===== config.mk =====
export PLATFORM = sky130hd
export DESIGN_NAME = simd_minmax_unit
export DESIGN_NICKNAME = d
export VERILOG_FILES = /design/src/rtl/simd_mm_pkg.sv /design/src/rtl/mm_decode.sv /design/src/rtl/mm_lane.sv /design/src/rtl/mm_lane_array.sv /design/src/rtl/simd_minmax_unit.sv
export SDC_FILE = /design/constraint.sdc
export NUM_CORES = 1
export LEC_CHECK = 0
export ABC_AREA = 1
export BUFFER_PORTS_ARGS = -buffer_cell sky130_fd_sc_hd__buf_4
export CAP_MARGIN = 10
export CORE_ASPECT_RATIO = 0.9
export CORE_MARGIN = 4
export CORE_UTILIZATION = 45
export CTS_CLUSTER_DIAMETER = 60
export DETAILED_ROUTE_END_ITERATION = 8
export HOLD_SLACK_MARGIN = 0.02
export PLACE_DENSITY = 0.72
export RECOVER_POWER = 25
export SYNTH_ARGS = -nofsm -noshare
export SYNTH_HDL_FRONTEND = slang
export SYNTH_SLANG_ARGS = --single-unit

===== constraint.sdc =====
create_clock -name clk -period 2.5 [get_ports clk]
set_input_delay 0.5 -clock clk [delete_from_list [all_inputs] [get_ports clk]]
set_output_delay 0.5 -clock clk [all_outputs]
set_load 0.01 [all_outputs]

===== src/rtl/simd_mm_pkg.sv =====
package simd_mm_pkg;

  typedef enum logic [1:0] {
    SZ_BYTE = 2'b00,
    SZ_HALF = 2'b01,
    SZ_WORD = 2'b10,
    SZ_RSVD = 2'b11
  } lane_sz_e;

  localparam int INSN_W     = 32;
  localparam int BIT_UNS    = 24;
  localparam int BIT_MIN    = 4;
  localparam int BIT_QUAD   = 6;
  localparam int SZ_LO      = 20;
  localparam int NUM_SIZES  = 3;
  localparam int BASE_LANE  = 8;

  localparam logic [6:0] TOP_PATTERN = 7'b1111001;
  localparam logic [3:0] MID_PATTERN = 4'b0110;

  typedef struct packed {
    logic     bad;
    lane_sz_e sz;
    logic     uns;
    logic     take_min;
    logic     quad;
  } mm_dec_t;

endpackage


===== src/rtl/mm_decode.sv =====
module mm_decode
  import simd_mm_pkg::*;
(
  input  logic [INSN_W-1:0] insn,
  output mm_dec_t           dec
);

  logic top_ok;
  logic mid_ok;
  logic zero_ok;
  lane_sz_e sz_field;

  always_comb begin
    top_ok   = (insn[31:25] == TOP_PATTERN);
    mid_ok   = (insn[11:8] == MID_PATTERN);
    zero_ok  = (insn[23] == 1'b0);
    sz_field = lane_sz_e'(insn[SZ_LO+1:SZ_LO]);

    dec.sz       = sz_field;
    dec.uns      = insn[BIT_UNS];
    dec.take_min = insn[BIT_MIN];
    dec.quad     = insn[BIT_QUAD];
    dec.bad      = !(top_ok && mid_ok && zero_ok) || (sz_field == SZ_RSVD);
  end

endmodule


===== src/rtl/mm_lane.sv =====
module mm_lane #(
  parameter int LANE_W = 8
) (
  input  logic [LANE_W-1:0] a,
  input  logic [LANE_W-1:0] b,
  input  logic              uns,
  input  logic              take_min,
  output logic [LANE_W-1:0] y
);

  logic signed [LANE_W:0] a_ext;
  logic signed [LANE_W:0] b_ext;
  logic                   a_above;

  always_comb begin
    a_ext   = {(~uns) & a[LANE_W-1], a};
    b_ext   = {(~uns) & b[LANE_W-1], b};
    a_above = (a_ext > b_ext);
    y       = (a_above ^ take_min) ? a : b;
  end

endmodule


===== src/rtl/mm_lane_array.sv =====
module mm_lane_array #(
  parameter int VEC_W  = 128,
  parameter int LANE_W = 8
) (
  input  logic [VEC_W-1:0] opa,
  input  logic [VEC_W-1:0] opb,
  input  logic             uns,
  input  logic             take_min,
  output logic [VEC_W-1:0] res
);

  localparam int N_LANES = VEC_W / LANE_W;

  for (genvar i = 0; i < N_LANES; i++) begin : g_lane
    mm_lane #(.LANE_W(LANE_W)) u_lane (
      .a        (opa[i*LANE_W +: LANE_W]),
      .b        (opb[i*LANE_W +: LANE_W]),
      .uns      (uns),
      .take_min (take_min),
      .y        (res[i*LANE_W +: LANE_W])
    );
  end

endmodule


===== src/rtl/simd_minmax_unit.sv =====
module simd_minmax_unit
  import simd_mm_pkg::*;
#(
  parameter int VEC_W = 128
) (
  input  logic              clk,
  input  logic              rst,
  input  logic              in_valid,
  input  logic [INSN_W-1:0] in_insn,
  input  logic [VEC_W-1:0]  in_opa,
  input  logic [VEC_W-1:0]  in_opb,
  output logic              out_valid,
  output logic              out_undef,
  output logic [VEC_W-1:0]  out_result
);

  localparam int HALF_W = VEC_W / 2;

  mm_dec_t dec;
  logic [NUM_SIZES-1:0][VEC_W-1:0] cand;
  logic [VEC_W-1:0] picked;
  logic [VEC_W-1:0] shaped;

  mm_decode u_dec (
    .insn (in_insn),
    .dec  (dec)
  );

  for (genvar g = 0; g < NUM_SIZES; g++) begin : g_width
    mm_lane_array #(
      .VEC_W  (VEC_W),
      .LANE_W (BASE_LANE << g)
    ) u_arr (
      .opa      (in_opa),
      .opb      (in_opb),
      .uns      (dec.uns),
      .take_min (dec.take_min),
      .res      (cand[g])
    );
  end

  always_comb begin
    unique case (dec.sz)
      SZ_BYTE: picked = cand[0];
      SZ_HALF: picked = cand[1];
      SZ_WORD: picked = cand[2];
      default: picked = '0;
    endcase
    shaped = picked;
    if (!dec.quad) shaped[VEC_W-1:HALF_W] = '0;
  end

  always_ff @(posedge clk) begin
    if (rst) begin
      out_valid  <= 1'b0;
      out_undef  <= 1'b0;
      out_result <= '0;
    end else begin
      out_valid <= in_valid;
      out_undef <= in_valid & dec.bad;
      if (in_valid && !dec.bad) out_result <= shaped;
    end
  end

endmodule


==> metrics <==
Setup TNS 0 ns; drt total wl 71000 µm; CTS tree done; Die H 192 µm; Rel. slew slack 0.425; initial antenna violation count 8; Initial Utilization 0.455; share of the synthesized area in the top cell type 0.211; Worst Setup Path Type in2reg; Tcrit/Tclk final 0.946; element type at the critical path end flop; Post-synth EDFFs 0; crit path buf inv count 4; max-cap viol count 0; final clock skew 0 ns; vias in the first global route 23000; Avg Cell Area, Syn 5.40 µm²; post-route insts no fill 4345; Tot Pwr 9070 µW; DRT Pass-1 Iters 7; top cells by area, synth nand2_1 21%, nand3_1 20%, dfxtp_1 15%; Max IR drop VDD 0.000469 V; Clock H-tree levels 4; cell family with most CP delay simple AND/OR/NAND/NOR gates; design area 24000 µm²; synthesis-stage register bit count 130; Max clock buf depth 2; die footprint 40800 µm²; Setup crit start kind input pin; Core ar. 37100 µm²; Leak 0.0130 µW; fin util 0.647; Post-Syn Instances 3130; Tmin final 2.36 ns; io pins 421; total gr overflow 0; die width 212 µm; total CTS buffers 17; detailed placer's ending HPWL 53700 µm; first-pass GRT wire length 112000 µm; CP max-delay cell ha_1; Seq/Total Area, Yosys 0.154; DR iter-0 viols 2234; Mapped Nets 3561; Worst Hold Class in2reg; Worst-path clk slew 0.06 ns; synth unique cells 40; overall routing resource usage 0.331; vias after detailed routing 23900; WL/cell 16.3 µm; top_reg_cell synth dfxtp_1; final hold vios 0; worst slew pin tran 0.862 ns; antenna-violating nets left 0; Largest stage delay, worst path 0.30 ns; placed cell areas 23500 µm²; CTS root buffer clkbuf_16; Area Overhead vs Synth 42.1%; Setup Viol. Count Final 0; FFs w/ async S/R, synth 0; worst-path maximum fanout 16; row cnt 67; Register Area 2600 µm²; Sink Count 130; gp weighted congestion 0.974; hold_buf cts 0; status finished, final reports clean; Power Density 377 nW/µm²; Yosys top cell by area nand2_1; largest net degree at the start of global routing 72; port bufs 405; critical path data arrival time 2.66 ns; Cell Area, Synth 16900 µm²; multi-input combinational cell area 12400 µm²; Layout fillers 3503; fin nets 4273; # DRC 0; Syn. warnings 0; worst-skew pair later-pin latency 0.46 ns; CP Cell Sequence buf_4, inv_1, ha_1, a21o_1, nor2_1, nor2_1, nor2_2, buf_4, nand2_1, nor2_1, nand3_2, nand3_2, buf_4, nand3_1, nand3_1, nand3_1, nand2_1, a21oi_1; layout cells sized above 1 0.229; Slew Limit Fails 0; vias per cell 5.50; Crit path required time 2.80 ns; f_max 0.423 GHz; Placed Instances 4305
## metal layers
layer	vias to the layer above	GRT usage	part of all wire
li1	11600	-	-
met2	1154	0.550	0.46
met5	-	0	0.00031
met1	10900	0.414	0.41
met4	6	0.133	0.036
met3	175	0.0795	0.095
## repair_timing
action | CTS | global route
gates resized for setup | 0 | 40
buffers inserted | 0 | 1
setup endpoints to repair | 0 | 101
## cells by family after synthesis
| family | Yosys count | share of synthesized area |
|---|---|---|
| simple gates | 2006 | 0.519 |
| buf+inv | 538 | 0.126 |
| flops | 130 | 0.154 |
| fa+ha+maj | 140 | 0.104 |
| compound gates | 315 | 0.0976 |
| xor+xnor | 1 | 0.000518 |
## final cells by class
type / instances / area share
well taps: 483 / 0.0251
repair buffers: 819 / 0.262
clock buffers: 17 / 0.0177
inverters: 412 / 0.0645
flip-flops and latches: 130 / 0.108
diodes: 7 / 0.000729
multi-input cells: 2462 / 0.514
clock inverters: 15 / 0.00760
## per-stage QoR
stage	setup slack, ns	hold slack [ns]
2_1_floorplan	0.00827	0.490
3_3_place_gp	-0.372	0.455
3_5_place_dp	-0.421	0.458
4_1_cts	0.0571	0.301
5_1_grt	-0.0130	0.319
6_report	0.135	0.321
## state kept, by name, indices dropped and copies added, names as in the netlist
register	count
out_result	128
out_undef	1
out_valid	1
## path summary, 6_finish.rpt
kind / start / endpoint / slack [ns] / depth (start not counted)
worst max-delay path: in_opb[124] / out_result[121] / 0.14 / 18
worst min-delay path: in_valid / out_valid / 0.32 / 3
worst max register to register: out_result[39] / out_result[39] / 1.74 / 2
worst min register to register: out_result[65] / out_result[65] / 0.47 / 2
## synth_stat cells (2+ instances only)
library cell / n
o21a_1: 5
clkbuf_1: 64
buf_2: 35
nand3_2: 13
a21boi_0: 2
inv_1: 405
nand2_1: 951
ha_1: 140
buf_4: 3
nor2_2: 10
a21o_1: 11
a31oi_1: 2
nand2_2: 16
a21oi_1: 192
nand3b_1: 10
nor2_1: 255
o21bai_1: 4
dfxtp_1: 130
nand4_1: 46
nor4_1: 3
nor3_1: 17
or2_2: 5
inv_2: 6
buf_1: 17
o21ai_2: 2
nand2_4: 5
nand3_1: 669
o21ai_0: 94
buf_6: 7
## worst register-to-register path, cell delays in order (launching register included)
cell,delay (ns)
dfxtp_1,0.46
o21ai_0,0.13
a21oi_1,0.12
## power by group
part	leakage, µW	internal (µW)	switching [µW]	total (µW)
Sequential	0.00105	2070	0.639	2070
Clock	0.000292	1580	1190	2770
Combinational	0.0116	1820	2400	4220
Total	0.0130	5470	3590	9060
## layout by cell type (no fill, tap or decap), types with 10 or more instances in the layout
master / instances
buf_12: 30
clkbuf_16: 17
nor2_2: 16
clkbuf_1: 62
nand3_2: 15
nand3b_1: 10
dfxtp_1: 130
ha_1: 139
nand3_1: 667
buf_4: 725
a21o_1: 11
inv_1: 403
nand4_1: 46
nor3_1: 14
o21ai_0: 91
nand2_2: 21
nand2_1: 942
nor2_1: 244
a21oi_1: 190
Power figures use the tool's default switching activity.
